--- src/rtl/spi_ctl_pkg.sv ---
// Package: shared bit positions of the control word and the register select.
// Assumes an 8-bit control field placed in the low byte of a wider register.
package spi_ctl_pkg;
    localparam int CTL_W      = 8;  // implemented control bits
    localparam int B_EN       = 0;  // module enable
    localparam int B_MSTR     = 1;  // master mode
    localparam int B_FLTEN    = 2;  // fault-detect enable
    localparam int FLAG_LO    = 3;  // lowest sticky flag bit
    localparam int NFLAG      = 4;  // sticky flags: fault, collision, overrun, complete
    localparam int F_FAULT    = 0;  // index into the flag vector
    localparam int F_COLL     = 1;
    localparam int F_OVR      = 2;
    localparam int F_DONE     = 3;
    localparam int B_BUSY     = 7;  // read-only busy bit

    typedef enum logic {
        SEL_CTRL = 1'b0,
        SEL_DATA = 1'b1
    } reg_sel_e;
endpackage

--- src/rtl/spi_tick_gen.sv ---
// Module: divides the system clock into half-period ticks for the serial clock.
// Assumes HALF_DIV >= 1; the counter rests at 0 whenever run is low.
module spi_tick_gen #(
    parameter int HALF_DIV = 2
) (
    input  logic clk,
    input  logic rst_n,
    input  logic run,
    output logic tick
);
    localparam int CW = (HALF_DIV > 1) ? $clog2(HALF_DIV) : 1;
    localparam logic [CW-1:0] LAST = CW'(HALF_DIV - 1);

    logic [CW-1:0] cnt_q;

    assign tick = run && (cnt_q == LAST);

    // Count system cycles within one half period while a transfer runs.
    always_ff @(posedge clk) begin
        if (!rst_n || !run || tick) cnt_q <= '0;
        else                        cnt_q <= cnt_q + 1'b1;
    end
endmodule

--- src/rtl/spi_shift_core.sv ---
// Module: master-mode shift engine for one character, MSB first.
// Clock idles low; output bit changes on falling edges, input sampled on rising.
// Assumes start is only raised while idle; abort has priority over everything.
module spi_shift_core #(
    parameter int CHAR_W   = 8,
    parameter int HALF_DIV = 2
) (
    input  logic              clk,
    input  logic              rst_n,
    input  logic              start,
    input  logic              abort,
    input  logic [CHAR_W-1:0] tx_byte,
    input  logic              miso,
    output logic              busy,
    output logic              ss_n,
    output logic              sclk,
    output logic              mosi,
    output logic              done,
    output logic [CHAR_W-1:0] rx_byte
);
    localparam int BW = (CHAR_W > 1) ? $clog2(CHAR_W) : 1;
    localparam logic [BW-1:0] LAST_BIT = BW'(CHAR_W - 1);

    logic              tick;
    logic [CHAR_W-1:0] tx_sh_q;
    logic [CHAR_W-1:0] rx_sh_q;
    logic [BW-1:0]     bit_q;

    spi_tick_gen #(.HALF_DIV(HALF_DIV)) u_tick (
        .clk  (clk),
        .rst_n(rst_n),
        .run  (busy),
        .tick (tick)
    );

    assign done    = busy && tick && sclk && (bit_q == LAST_BIT) && !abort;
    assign mosi    = busy ? tx_sh_q[CHAR_W-1] : 1'b0;
    assign rx_byte = rx_sh_q;

    // Sequence one character: load, toggle clock on ticks, shift and sample.
    always_ff @(posedge clk) begin
        if (!rst_n) begin
            busy    <= 1'b0;
            ss_n    <= 1'b1;
            sclk    <= 1'b0;
            tx_sh_q <= '0;
            rx_sh_q <= '0;
            bit_q   <= '0;
        end else if (abort) begin
            busy  <= 1'b0;
            ss_n  <= 1'b1;
            sclk  <= 1'b0;
            bit_q <= '0;
        end else if (start && !busy) begin
            busy    <= 1'b1;
            ss_n    <= 1'b0;
            sclk    <= 1'b0;
            tx_sh_q <= tx_byte;
            bit_q   <= '0;
        end else if (busy && tick) begin
            sclk <= ~sclk;
            if (!sclk) begin
                rx_sh_q <= {rx_sh_q[CHAR_W-2:0], miso};
            end else if (bit_q == LAST_BIT) begin
                busy  <= 1'b0;
                ss_n  <= 1'b1;
                bit_q <= '0;
            end else begin
                tx_sh_q <= {tx_sh_q[CHAR_W-2:0], 1'b0};
                bit_q   <= bit_q + 1'b1;
            end
        end
    end
endmodule

--- src/rtl/spi_sticky_bit.sv ---
// Module: one status flag set by hardware and cleared only by a software 0.
// A hardware set in the same cycle as a software clear wins.
module spi_sticky_bit (
    input  logic clk,
    input  logic rst_n,
    input  logic set_i,
    input  logic wr_i,
    input  logic wbit_i,
    output logic q_o
);
    // Hold the flag until software writes 0 with no concurrent set.
    always_ff @(posedge clk) begin
        if (!rst_n)               q_o <= 1'b0;
        else if (set_i)           q_o <= 1'b1;
        else if (wr_i && !wbit_i) q_o <= 1'b0;
    end
endmodule

--- src/rtl/spi_ctl_regfile.sv ---
// Module: control/status word, receive buffer, start/collision/fault decode
// and interrupt merge. Assumes single-cycle read and write strobes.
module spi_ctl_regfile
    import spi_ctl_pkg::*;
#(
    parameter int REG_W  = 16,
    parameter int CHAR_W = 8
) (
    input  logic              clk,
    input  logic              rst_n,
    input  logic              reg_sel,
    input  logic              reg_wr,
    input  logic              reg_rd,
    input  logic [REG_W-1:0]  reg_wdata,
    output logic [REG_W-1:0]  reg_rdata,
    input  logic              busy,
    input  logic              done,
    input  logic [CHAR_W-1:0] rx_byte,
    input  logic              ss_sense_n,
    input  logic              irq_en,
    output logic              start,
    output logic              abort,
    output logic [CHAR_W-1:0] tx_byte,
    output logic              irq
);
    logic              en_q, mstr_q, flten_q;
    logic              full_q;
    logic [CHAR_W-1:0] rxbuf_q;
    logic [NFLAG-1:0]  flag_set, flag_q;
    logic              ctrl_wr, data_wr, data_rd, fault, keep_old;
    logic              unused_hi;

    assign unused_hi = ^reg_wdata[REG_W-1:CTL_W];

    assign ctrl_wr  = reg_wr && (reg_sel == SEL_CTRL);
    assign data_wr  = reg_wr && (reg_sel == SEL_DATA);
    assign data_rd  = reg_rd && (reg_sel == SEL_DATA);
    assign fault    = flten_q && mstr_q && !ss_sense_n;
    assign abort    = fault;
    assign start    = data_wr && !busy && en_q && mstr_q && !fault;
    assign tx_byte  = reg_wdata[CHAR_W-1:0];
    assign keep_old = full_q && !data_rd;

    assign flag_set[F_FAULT] = fault;
    assign flag_set[F_COLL]  = data_wr && busy;
    assign flag_set[F_OVR]   = done && keep_old;
    assign flag_set[F_DONE]  = done;

    for (genvar i = 0; i < NFLAG; i++) begin : g_flag
        spi_sticky_bit u_flag (
            .clk   (clk),
            .rst_n (rst_n),
            .set_i (flag_set[i]),
            .wr_i  (ctrl_wr),
            .wbit_i(reg_wdata[FLAG_LO+i]),
            .q_o   (flag_q[i])
        );
    end

    // Plain mode bits; a mode fault forces master mode off.
    always_ff @(posedge clk) begin
        if (!rst_n) begin
            en_q    <= 1'b0;
            mstr_q  <= 1'b0;
            flten_q <= 1'b0;
        end else begin
            if (ctrl_wr) begin
                en_q    <= reg_wdata[B_EN];
                mstr_q  <= reg_wdata[B_MSTR];
                flten_q <= reg_wdata[B_FLTEN];
            end
            if (fault) mstr_q <= 1'b0;
        end
    end

    // Receive buffer: accept a finished character unless an unread one stays.
    always_ff @(posedge clk) begin
        if (!rst_n) begin
            full_q  <= 1'b0;
            rxbuf_q <= '0;
        end else if (done && !keep_old) begin
            full_q  <= 1'b1;
            rxbuf_q <= rx_byte;
        end else if (data_rd) begin
            full_q  <= 1'b0;
        end
    end

    // Read mux for the selected register.
    always_comb begin
        if (reg_sel == SEL_DATA)
            reg_rdata = {{(REG_W-CHAR_W){1'b0}}, rxbuf_q};
        else
            reg_rdata = {{(REG_W-CTL_W){1'b0}}, busy, flag_q[F_DONE], flag_q[F_OVR],
                         flag_q[F_COLL], flag_q[F_FAULT], flten_q, mstr_q, en_q};
    end

    assign irq = irq_en && (flag_q[F_DONE] || flag_q[F_OVR] || flag_q[F_COLL]);
endmodule

--- src/rtl/spi_ctl_flags.sv ---
// Module: top of the SPI master with sticky status flags.
// Joins the register file and the shift engine; all logic is synchronous to clk.
// Assumes ss_sense_n is already synchronous to clk.
module spi_ctl_flags #(
    parameter int REG_W    = 16,
    parameter int CHAR_W   = 8,
    parameter int HALF_DIV = 2
) (
    input  logic             clk,
    input  logic             rst_n,
    input  logic             reg_sel,
    input  logic             reg_wr,
    input  logic             reg_rd,
    input  logic [REG_W-1:0] reg_wdata,
    output logic [REG_W-1:0] reg_rdata,
    input  logic             irq_en,
    output logic             irq,
    output logic             sclk,
    output logic             mosi,
    input  logic             miso,
    output logic             ss_n,
    input  logic             ss_sense_n
);
    logic              eng_busy, eng_done, eng_start, eng_abort;
    logic [CHAR_W-1:0] eng_tx, eng_rx;

    spi_ctl_regfile #(.REG_W(REG_W), .CHAR_W(CHAR_W)) u_regs (
        .clk       (clk),
        .rst_n     (rst_n),
        .reg_sel   (reg_sel),
        .reg_wr    (reg_wr),
        .reg_rd    (reg_rd),
        .reg_wdata (reg_wdata),
        .reg_rdata (reg_rdata),
        .busy      (eng_busy),
        .done      (eng_done),
        .rx_byte   (eng_rx),
        .ss_sense_n(ss_sense_n),
        .irq_en    (irq_en),
        .start     (eng_start),
        .abort     (eng_abort),
        .tx_byte   (eng_tx),
        .irq       (irq)
    );

    spi_shift_core #(.CHAR_W(CHAR_W), .HALF_DIV(HALF_DIV)) u_core (
        .clk    (clk),
        .rst_n  (rst_n),
        .start  (eng_start),
        .abort  (eng_abort),
        .tx_byte(eng_tx),
        .miso   (miso),
        .busy   (eng_busy),
        .ss_n   (ss_n),
        .sclk   (sclk),
        .mosi   (mosi),
        .done   (eng_done),
        .rx_byte(eng_rx)
    );
endmodule

--- config.mk ---
export PLATFORM = sky130hd
export DESIGN_NAME = spi_ctl_flags
export DESIGN_NICKNAME = d
export VERILOG_FILES = /design/src/rtl/spi_ctl_pkg.sv /design/src/rtl/spi_tick_gen.sv /design/src/rtl/spi_shift_core.sv /design/src/rtl/spi_sticky_bit.sv /design/src/rtl/spi_ctl_regfile.sv /design/src/rtl/spi_ctl_flags.sv
export SDC_FILE = /design/constraint.sdc
export NUM_CORES = 1
export LEC_CHECK = 0
export ABC_AREA = 1
export BUFFER_PORTS_ARGS = -buffer_cell sky130_fd_sc_hd__buf_4
export CORE_ASPECT_RATIO = 1.1
export CORE_MARGIN = 10
export CORE_UTILIZATION = 40
export CTS_CLUSTER_DIAMETER = 100
export CTS_CLUSTER_SIZE = 14
export DETAILED_ROUTE_END_ITERATION = 7
export GPL_ROUTABILITY_DRIVEN = 0
export PLACE_DENSITY_LB_ADDON = 0.2
export SYNTH_ARGS = -nofsm -noshare
export SYNTH_HDL_FRONTEND = slang
export SYNTH_SLANG_ARGS = --single-unit
--- constraint.sdc ---
create_clock -name clk -period 2.5 [get_ports clk]
set_input_delay 0.125 -clock clk [delete_from_list [all_inputs] [get_ports clk]]
set_output_delay 0.125 -clock clk [all_outputs]
set_load 0.03 [all_outputs]
* Yosys cells after proc, flatten, opt, wreduce, memory -nomap -nowiden
Index checks and enable logic that the tools add are counted.
** Word-level totals
- Bits in registers :: 39
- Input port bits :: 24
- Output and inout port bits :: 20
- Logic and storage cells :: 102
** Operators by class
- Add/sub/neg operators :: 2
- Eq/ne operators :: 2
- Muxes and demuxes :: 25
- Bitwise operators :: 5
- Reductions and logical operators :: 52
** Operators by type and width (count)
- $mux 8 :: 5
- $logic_and 1x1->1 :: 24
- $mux 1 :: 19
- $reduce_bool 2->1 :: 8
- $logic_not 1->1 :: 10
- $reduce_and 4->1 :: 2
- $not 1->1 :: 5
- $logic_or 1x1->1 :: 4
- $add 3x1->3 const B :: 1
- $eq 3x3->1 const B :: 1
- $mux 3 :: 1
- $reduce_and 3->1 :: 1
- $reduce_or 3->1 :: 1
- $ne 2x1->1 const B :: 1
- $reduce_and 2->1 :: 1
- $reduce_or 2->1 :: 1
- $add 1x1->1 const B :: 1

* Depth between registers and ports, before layout
Gate-level depths: netlist (run 1).
- Depth in word-level cells :: 8
- Depth in mapped cells :: 9

* By module
Synthesis (run 1) repeated with hierarchy kept, for this count alone.
** Second synthesis, totals
- Cell total of the unflattened synthesis :: 307
- Area, all modules :: 2087.0 um^2
** By module, submodules not included
- spi_shift_core :: times used 1, cells an instance 148, area each 1007.2 um^2, sequential area each 440.4 um^2
- spi_ctl_regfile :: times used 1, cells an instance 126, area each 852.1 um^2, sequential area each 240.2 um^2
- spi_sticky_bit :: times used 4, cells an instance 7, area each 47.5 um^2, sequential area each 20.0 um^2
- spi_tick_gen :: times used 1, cells an instance 5, area each 37.5 um^2, sequential area each 20.0 um^2

* Worst setup path after synthesis (run 1)
Ideal clock, no wire load.
- Path kind :: flip-flop to flip-flop
- From :: register u_core.sclk
- To :: register u_regs.rxbuf_q[0]
- Library setup time :: 0.110 ns
- Data arrival time :: 1.268 ns
- Data required time :: 2.390 ns
- Path slack :: 1.122 ns
- Stages on the path, launching flop included :: 8
- Path through :: dfxtp_1 -> nand3_2 -> nor2_1 -> nand2_1 -> nor2_4 -> nand2_1 -> nand2_1 -> nor2_1
** On the way
- Cells in the longest elaborated chain, start to end :: 4
** Ends and longest elaborated chain
- from (decl) :: line spi_shift_core.sv:16 : output logic sclk,
- from (signal assigned) :: line spi_shift_core.sv:61 : sclk <= ~sclk;
- $logic_and 1x1->1 (3 in series) :: line spi_shift_core.sv:36 : assign done = busy && tick && sclk && (bit_q == LAST_BIT) && !abort;
- $logic_and 1x1->1 :: line spi_ctl_regfile.sv:81 : end else if (done && !keep_old) begin
- to (signal assigned) :: line spi_ctl_regfile.sv:83 : rxbuf_q <= rx_byte;
- to (decl) :: line spi_ctl_regfile.sv:28 : logic [CHAR_W-1:0] rxbuf_q;
No other way between the ends.
A chain may end at the register's enable or synchronous reset.

* Final worst setup path (run 1)
- From :: register u_core.busy
- To :: register u_core.rx_sh_q[7], in the netlist u_core.rx_byte[7]
** On the way
- Cells in the longest elaborated chain, start to end :: 8
- Elaborated cells on any way between the ends :: 10
- Those cells by class :: 1 x bitwise; 9 x reduce/logical
** Ends and longest elaborated chain
- from (decl) :: line spi_shift_core.sv:14 : output logic busy,
- from (signal assigned) :: line spi_shift_core.sv:43 : busy <= 1'b0;
- from (signal assigned) :: line spi_shift_core.sv:50 : busy <= 1'b0;
- from (signal assigned) :: line spi_shift_core.sv:55 : busy <= 1'b1;
- $logic_not 1->1 :: line spi_shift_core.sv:54, spi_ctl_regfile.sv:40
- $logic_and 1x1->1 (4 in series) :: line spi_ctl_regfile.sv:40 : assign start = data_wr && !busy && en_q && mstr_q && !fault;
- $logic_and 1x1->1 :: line spi_shift_core.sv:54 : end else if (start && !busy) begin
- $not 1->1 (no line)
- $reduce_and 4->1 (no line) *
- to (signal assigned) :: line spi_shift_core.sv:63 : rx_sh_q <= {rx_sh_q[CHAR_W-2:0], miso};
- to (decl) :: line spi_shift_core.sv:26 : logic [CHAR_W-1:0] rx_sh_q;
Mark *: on every way between the ends. The rest lies on a longest branch, timed or not.

==> results of run 1 <==
[flip-flops by register name (all words and copies together), names as in the netlist]
name,count
u_regs.g_flag.u_flag.q_o,4
u_core.ss_n,1
u_core.rx_byte,8
u_regs.flten_q,1
u_regs.en_q,1
u_regs.mstr_q,1
u_core.bit_q,3
u_regs.rxbuf_q,8
u_core.tx_sh_q,8
u_core.u_tick.cnt_q,1
u_core.sclk,1
u_regs.full_q,1
u_core.busy,1
[through the flow]
step | cell area, um^2 | util, % | setup WS (ps) | total power (uW) | instances
5_1_grt | 2200 | 47.4 | 672 | 1170 | 361
3_5_place_dp | 2120 | 45.6 | 885 | 730 | 353
2_1_floorplan | 1960 | - | 1120 | 707 | 286
6_report | 2200 | 47.4 | 861 | 1120 | 361
4_1_cts | 2200 | 47.4 | 866 | 1140 | 361
3_3_place_gp | 2120 | 45.6 | 878 | 729 | 353
[per-layer routing]
metal | GRT usage (%) | vias to the layer above | part of all wire (%)
met5 | 0 | - | 0
met4 | 4.46 | 0 | 1.4
met3 | 4.91 | 4 | 9.2
met2 | 15.8 | 44 | 44
met1 | 12.8 | 745 | 45
li1 | - | 902 | -
[cell families (layout without fill, tap and decap cells)]
kind of cell | Yosys count | count (layout) | synth area share (%)
other | 1 | 8 | 0.194
buffers and inverters | 60 | 79 | 14.0
multiplexers | 1 | 1 | 0.584
flip-flops | 39 | 39 | 40.5
AO/OA/AOI/OAI | 44 | 44 | 11.9
adder cells (fa/ha/maj) | 2 | 2 | 1.30
AND/OR/NAND/NOR | 132 | 132 | 31.6
[tightest hold or removal path: stages]
cell and delay, ps:
buf_4 90, o211ai_1 80, o21ai_0 70
[power by group through the flow]
stage          Sequential, uW  Clock [uW]  Combinational, uW
6_report                  627         407               88.3
3_3_place_gp              642           0               87.8
3_5_place_dp              642           0               88.3
2_1_floorplan             641           0               65.7
5_1_grt                   628         447               97.9
4_1_cts                   627         422               88.7
[path summary, 6_finish.rpt]
path / depth (start not counted) / start / slack [ps] / to
max: 5 / u_core.busy / 860 / u_core.rx_byte[7]
min: 3 / reg_wdata[4] / 100 / u_regs.g_flag[1].u_flag.q_o
max reg2reg: 5 / u_core.busy / 860 / u_core.rx_byte[7]
min reg2reg: 2 / u_core.rx_byte[7] / 470 / u_core.rx_byte[7]
[cells in the final DEF (no fill, tap or decap), drive strengths merged, types with 2 or more instances in the layout]
| master | instances |
|---|---|
| nand2 | 74 |
| inv | 44 |
| dfxtp | 39 |
| nor2 | 37 |
| buf | 27 |
| o21ai | 23 |
| a21oi | 17 |
| conb | 8 |
| nand4 | 7 |
| clkbuf | 7 |
| nand3 | 7 |
| nand3b | 6 |
| ha | 2 |
[area by class of cell]
| class | instances | area (um^2) | share of cell area [%] |
|---|---|---|---|
| sequential | 39 | 781 | 35.4 |
| timing repair buffer | 27 | 203 | 9.19 |
| multi-input combinational | 187 | 905 | 41.0 |
| tap | 56 | 70.1 | 3.18 |
| clock buffer | 7 | 76.3 | 3.46 |
| clock inverter | 1 | 5.00 | 0.227 |
| inverter | 44 | 165 | 7.49 |
==> results.py, run 1 <==
metrics = {
    "status": {
        "status": "finished, final reports clean",
    },
    "final_layout": {
        "drive_gt1_share_pct": 15.1,
        "area_growth_pct": 14.3,
        "fillers": 500,
        "final_nets": 330,
        "diodes": 0,
    },
    "timing": {
        "period_minus_slack_ps": 1640,
        "hold_viol": 0,
        "fin_crit_sh_pct": 65.5,
        "drv_slew": 0,
        "rsz0062_at_grt": "no",
        "relSlewSlack_pct": 66.7,
        "fin_setup_tns_ps": 0,
        "skew_ps": 6.77,
        "setup_viol": 0,
        "worstMarginPinSlew_ps": 499,
        "hold_ws_ps": 102,
        "max_freq_mhz": 610,
    },
    "clock_tree": {
        "cts_root_buf": "clkbuf_8",
        "hold_buffers": 0,
        "clock_sinks": 39,
        "numCtsBuffers": 5,
        "post_cts_resize_count": 0,
        "cts_setup_buffers": 0,
        "cts_tree": "done",
        "cts_buffer_depth": 2,
        "h-tree-depth": 2,
        "clk_latency_ps": 290,
        "path_clk_slew_ps": 80,
    },
    "setup_path": {
        "cp_slowest_stage_delay_ps": 550,
        "critPathKind": "reg2reg",
        "end_kind": "register",
        "critPathTopFamily": "flip-flops",
        "crit_slowest_cell": "dfxtp_1",
        "cp_max_fo": 16,
        "startpoint_type": "register",
        "path_cells": "nand2_1, inv_1, nand3_1, o21ai_0, a21oi_1",
        "critPathRequiredTime_ps": 2660,
        "worstPathArrival_ps": 1800,
        "path_buf_inv": 1,
    },
    "grt": {
        "grt_pass1_wl_mm": 6.92,
        "grt_pass1_vias": 1524,
        "antenna_found_initial": 0,
        "grt_usage_pct": 10.6,
        "gr-total-overflow": 0,
        "grt_max_degree": 29,
    },
    "detailed_routing": {
        "drc": 0,
        "vias": 1695,
        "dr.pass1.iters": 4,
        "drt-total-wl_mm": 4.25,
        "post_drt_wl_per_cell_um": 11.8,
        "viasPerCell": 4.70,
        "drtIter0Drc": 96,
        "ant_nets": 0,
    },
    "pwr": {
        "power.leakage_uw": 0.00103,
        "p_sw_uw": 274,
        "combPwrFrac_pct": 7.9,
        "pwr-share-clk_pct": 36.3,
        "pwr_density_cell_mw_per_mm2": 509,
        "p_int_uw": 849,
        "vdd_drop_max_v": 0.000367,
        "seqPwrFrac_pct": 55.9,
        "swShare_pct": 24.4,
    },
    "die": {
        "die_height_um": 92.8,
        "die_area_mm2": 0.00800,
        "core_area_mm2": 0.00465,
        "ioPinCount": 44,
        "rows": 26,
        "start_util_pct": 41.5,
        "die_w_um": 86.2,
    },
    "synth": {
        "synth_cell_types": 29,
        "yosysSeqAreaShare_pct": 40.5,
        "syn_inst": 279,
        "ys.flop_type": "dfxtp_1",
        "synth-warning-count": 0,
        "synthTopCellsByArea": "dfxtp_1 (40%), nand2_1 (14%), inv_1 (8.2%)",
        "yosys.area.top_type": "dfxtp_1",
        "postSynthAreaPerCell_um2": 6.92,
        "synth_seq_cells": 39,
        "synth_top_cell_area_share_pct": 40.5,
        "synth_edf_count": 0,
        "yosysMostFrequentCell": "nand2_1",
        "syn_area_mm2": 0.00193,
        "synthArstFlopShare_pct": 0,
        "ys_top_cells_by_count": "nand2_1 (72), inv_1 (42), dfxtp_1 (39), nor2_1 (32), o21ai_0 (23)",
    },
    "placed_design": {
        "portBuffers": 27,
        "dp_hpwl_mm": 3.24,
    },
    "run": {
        "drv_cap": 0,
    },
    "min_path": {
        "worstHoldPathType": "in2reg",
    },
}
(Power assumes the default switching activity.)
==> run 2: changes to the inputs <==
- clock period: 2.5 -> 1.51 ns (I/O delays scaled with it)
==> run 2 against run 1 <==
Core utilization up 3.1 points. Final cell count up 3.0%. Die area unchanged. Design area up 6.5%. Non-clock buffer count up 11. Total power up 87%. Highest routed layer unchanged.
==> results.py, run 2 (synthesized netlist as in run 1, its figures left out) <==
metrics = {
    "setup_path": {
        "critPathRequiredTime_ps": 1710,
        "crit_top_cell": "nand2_1",
        "startpoint_type": "register",
        "path_buf_inv": 1,
        "path_cells": "ha_1, ha_2, inv_2, nor2_2, nand2_2, nor2_4, nand2_1, nand2_1, nor2_1",
        "crit_slowest_cell": "dfxtp_2",
        "cp_max_fo": 8,
        "critPathTopFamily": "simple AND/OR/NAND/NOR gates",
        "critPathKind": "reg2reg",
        "cp_slowest_stage_delay_ps": 330,
        "worstPathArrival_ps": 1600,
        "end_kind": "register",
    },
    "final_layout": {
        "multi_input_area_um2": 927,
        "fillers": 491,
        "regArea_um2": 783,
        "final_nets": 341,
        "area_growth_pct": 21.7,
        "diodes": 0,
        "drive_gt1_share_pct": 21.8,
        "final_cell_mix": "nand2_1 (70), inv_1 (41), buf_4 (38), dfxtp_1 (37), nor2_1 (28)",
        "layout_commonest_cell": "nand2_1",
        "design_area_mm2": 0.00235,
        "instances_no_fill": 372,
    },
    "clock_tree": {
        "clock_sinks": 39,
        "numCtsBuffers": 5,
        "cts_tree": "done",
        "cts_root_buf": "clkbuf_8",
        "clk_latency_ps": 290,
        "path_clk_slew_ps": 80,
        "h-tree-depth": 2,
        "cts_buffer_depth": 2,
    },
    "placed_design": {
        "dp.cells": 363,
        "dp_hpwl_mm": 3.29,
        "place_area_mm2": 0.00220,
        "pre_cts_ws_ps": 46.4,
        "portBuffers": 27,
    },
    "pwr": {
        "total_power_uw": 2100,
        "p_int_uw": 1620,
        "vdd_drop_max_v": 0.000485,
        "swShare_pct": 22.8,
        "combPwrFrac_pct": 7.3,
        "pwr-share-clk_pct": 43.3,
        "power.leakage_uw": 0.00111,
        "seqPwrFrac_pct": 49.4,
        "pwr_density_cell_mw_per_mm2": 894,
        "p_sw_uw": 480,
    },
    "grt": {
        "grt_pass1_vias": 1598,
        "grt_max_degree": 28,
        "grt_pass1_wl_mm": 7.35,
        "grt_usage_pct": 11.2,
        "antenna_found_initial": 0,
        "gr-total-overflow": 0,
    },
    "detailed_routing": {
        "viasPerCell": 4.61,
        "drtIter0Drc": 100,
        "post_drt_wl_per_cell_um": 11.7,
        "ant_nets": 0,
        "drc": 0,
        "drt-total-wl_mm": 4.34,
        "dr.pass1.iters": 4,
        "vias": 1715,
    },
    "run": {
        "drv_cap": 0,
    },
    "die": {
        "rows": 26,
        "ioPinCount": 44,
        "start_util_pct": 41.5,
        "die_area_mm2": 0.00800,
        "core_area_mm2": 0.00465,
        "die_height_um": 92.8,
        "die_w_um": 86.2,
    },
    "timing": {
        "fin_setup_tns_ps": 0,
        "hold_viol": 0,
        "fin_crit_sh_pct": 92.7,
        "setup_viol": 0,
        "setup_ws_ps": 110,
        "max_freq_mhz": 714,
        "skew_ps": 9.36,
        "rsz0062_at_grt": "yes",
        "drv_slew": 0,
        "period_minus_slack_ps": 1400,
    },
    "status": {
        "status": "finished, final reports clean",
    },
    "min_path": {
        "worstHoldPathType": "in2reg",
    },
}
run 2: cell count changes in the layout (fill, tap and decap cells not counted), sizes merged:
cell	change
buf	+11
clkbuf	-1
bufinv	+1
run 2: power by group through the flow:
stage          Sequential [uW]  Clock (uW)  Combinational (uW)
3_5_place_dp              1060           0                 153
2_1_floorplan             1060           0                 109
5_1_grt                   1040         976                 170
4_1_cts                   1040         936                 153
3_3_place_gp              1060           0                 151
6_report                  1040         909                 153
run 2: final timing paths:
kind	endpoint	slack, ps	cells past startpoint	startpoint
hold / removal	u_regs.g_flag[1].u_flag.q_o	50	3	reg_wdata[4]
setup / recovery	u_regs.rxbuf_q[2]	110	9	u_core.bit_q[0]
setup reg to reg	u_regs.rxbuf_q[2]	110	9	u_core.bit_q[0]
hold reg to reg	u_core.rx_byte[7]	460	2	u_core.rx_byte[7]
run 2: per-stage QoR:
step           utilization [%]  hold WS (ps)
6_report                  50.5          52.7
5_1_grt                   50.5          53.3
4_1_cts                   49.8          43.0
3_5_place_dp              47.3           356
3_3_place_gp              47.3           352
2_1_floorplan                -           223
run 2: routing by layer:
metal / track usage [%] / wire [um]
met4: 4.46 / 67
met2: 16.8 / 1860
met1: 13.8 / 2060
met3: 4.82 / 351
met5: 0 / 0
run 2: layout make-up:
cell class              instances  share of cell area, %
clock inverters                 2                   1.49
multi-input cells             187                   39.5
clock buffers                   6                   3.52
flip-flops and latches         39                   33.4
well taps                      56                   2.98
repair buffers                 38                   12.1
inverters                      44                   7.03
run 2: what timing repair did:
item	CTS	global route
hold endpoints to repair	0	0
setup buffers	0	1
hold buffers	0	0
endpoints found under the setup margin	0	16
gates resized for setup	0	11
run 2: worst reg2reg max path, stage by stage, from the launching register on:
cell and delay [ps]:
dfxtp_2 330, ha_1 140, ha_2 190, inv_2 40, nor2_2 100, nand2_2 80, nor2_4 210, nand2_1 90
nand2_1 70, nor2_1 40
==> run 3: changes to the inputs <==
- RECOVER_POWER: unset -> 100
==> run 3 against run 2 <==
Combinational power down 3%. Design area is 1.9% lower. Clock power hardly changed. Core utilization shrank 0.94 points. Hold slack got worse by 0.52 ps. Register-to-register slack is essentially flat. Routed wire length rose by 0.71%. Clock skew about the same. Sequential share of layout area rose by 0.63 points. Final cell count unchanged. Setup slack about the same. Critical path type unchanged. Critical endpoint unchanged. Largest power group unchanged. Highest routed layer unchanged.
==> results.py, run 3 (synthesized netlist as in run 1, its figures left out) <==
metrics = {
    "status": {
        "status": "finished, final reports clean",
    },
    "timing": {
        "period_minus_slack_ps": 1400,
        "rsz0062_at_grt": "yes",
        "worstMarginPinSlew_ps": 574,
        "setup_ws_ps": 110,
        "skew_ps": 9.75,
        "hold_viol": 0,
        "fin_crit_sh_pct": 92.7,
        "setup_viol": 0,
        "drv_slew": 0,
        "relSlewSlack_pct": 61.7,
        "max_freq_mhz": 714,
    },
    "grt": {
        "grt_max_degree": 28,
        "antenna_found_initial": 0,
        "grt_pass1_vias": 1598,
        "grt_usage_pct": 11.2,
        "grt_pass1_wl_mm": 7.35,
        "gr-total-overflow": 0,
    },
    "die": {
        "start_util_pct": 41.5,
        "rows": 26,
        "core_area_mm2": 0.00465,
        "die_w_um": 86.2,
        "die_area_mm2": 0.00800,
        "ioPinCount": 44,
        "die_height_um": 92.8,
    },
    "clock_tree": {
        "cts_root_buf": "clkbuf_8",
        "h-tree-depth": 2,
        "path_clk_slew_ps": 80,
        "numCtsBuffers": 5,
        "clk_latency_ps": 300,
        "cts_buffer_depth": 2,
        "cts_tree": "done",
        "clock_sinks": 39,
    },
    "setup_path": {
        "end_kind": "register",
        "worstPathArrival_ps": 1600,
        "startpoint_type": "register",
        "critPathRequiredTime_ps": 1710,
        "cp_max_fo": 8,
        "critPathKind": "reg2reg",
    },
    "detailed_routing": {
        "drc": 0,
        "drtIter0Drc": 84,
        "drt-total-wl_mm": 4.38,
        "post_drt_wl_per_cell_um": 11.8,
        "viasPerCell": 4.60,
        "ant_nets": 0,
        "dr.pass1.iters": 4,
        "vias": 1712,
    },
    "final_layout": {
        "diodes": 0,
        "area_growth_pct": 19.5,
        "regArea_um2": 783,
        "multi_input_area_um2": 927,
        "drive_gt1_share_pct": 18.4,
        "instances_no_fill": 372,
        "final_cell_mix": "nand2_1 (70), inv_1 (41), dfxtp_1 (37), nor2_1 (28), buf_4 (26)",
        "final_nets": 341,
        "layout_commonest_cell": "nand2_1",
        "fillers": 506,
    },
    "placed_design": {
        "pre_cts_ws_ps": 46.4,
        "dp_hpwl_mm": 3.29,
        "portBuffers": 27,
        "dp.cells": 363,
    },
    "pwr": {
        "vdd_drop_max_v": 0.000486,
        "pwr_density_cell_mw_per_mm2": 910,
        "power.leakage_uw": 0.00107,
    },
    "min_path": {
        "worstHoldPathType": "in2reg",
    },
    "run": {
        "drv_cap": 0,
    },
}
==> run 3: cell types whose count changed in the layout (fill, tap and decap cells not counted) <==
cell      delta
buf_4       -12
clkbuf_1    +11
clkbuf_2     +1
==> run 3: routing by layer <==
layer	vias to the layer above	GRT usage, %	part of all wire (%)
met2	34	16.8	43
met4	0	4.46	1.5
met3	6	4.82	6.9
li1	925	-	-
met5	-	0	0
met1	747	13.8	49
==> run 3: where the power goes <==
group / switching, uW / internal [uW]
Sequential: 3.78 / 1030
Combinational: 101 / 47.0
Clock: 377 / 535
==> run 3: layout make-up <==
type                       instances  share of cell area, %
clock buffer                       6                   3.58
clock inverter                     2                   1.52
inverter                          44                   7.17
multi-input combinational        187                   40.2
sequential                        39                   34.0
tap                               56                   3.04
timing repair buffer              38                   10.5
==> run 3: through the flow <==
stage	area (um^2)	util, %	total power (uW)	setup TNS, ps	hold WS, ps
2_1_floorplan	1960	-	1170	0	223
3_3_place_gp	2200	47.3	1210	0	352
3_5_place_dp	2200	47.3	1210	0	356
4_1_cts	2320	49.8	2130	0	43.0
5_1_grt	2300	49.5	2180	-99.5	53.3
6_report	2300	49.5	2100	0	52.2
==> run 3: path summary, 6_finish.rpt <==
| path | start | to | slack, ps | cells after the start |
|---|---|---|---|---|
| max | u_core.bit_q[0] | u_regs.rxbuf_q[2] | 110 | 9 |
| min | reg_wdata[4] | u_regs.g_flag[1].u_flag.q_o | 50 | 3 |
| max reg2reg | u_core.bit_q[0] | u_regs.rxbuf_q[2] | 110 | 9 |
| min reg2reg | u_core.rx_byte[7] | u_core.rx_byte[7] | 460 | 2 |
==> run 3: critical path, stage by stage, from the launching register on <==
cell and delay [ps]:
dfxtp_2 330, ha_1 140, ha_2 190, inv_2 40, nor2_2 100, nand2_2 80
nor2_4 210, nand2_1 90, nand2_1 70, nor2_1 40
==> run 3: timing repair <==
item                                    in CTS  in global routing
resized for setup                            0                 11
buffers inserted                             0                  1
endpoints found under the setup margin       0                 16
hold buffers                                 0                  0
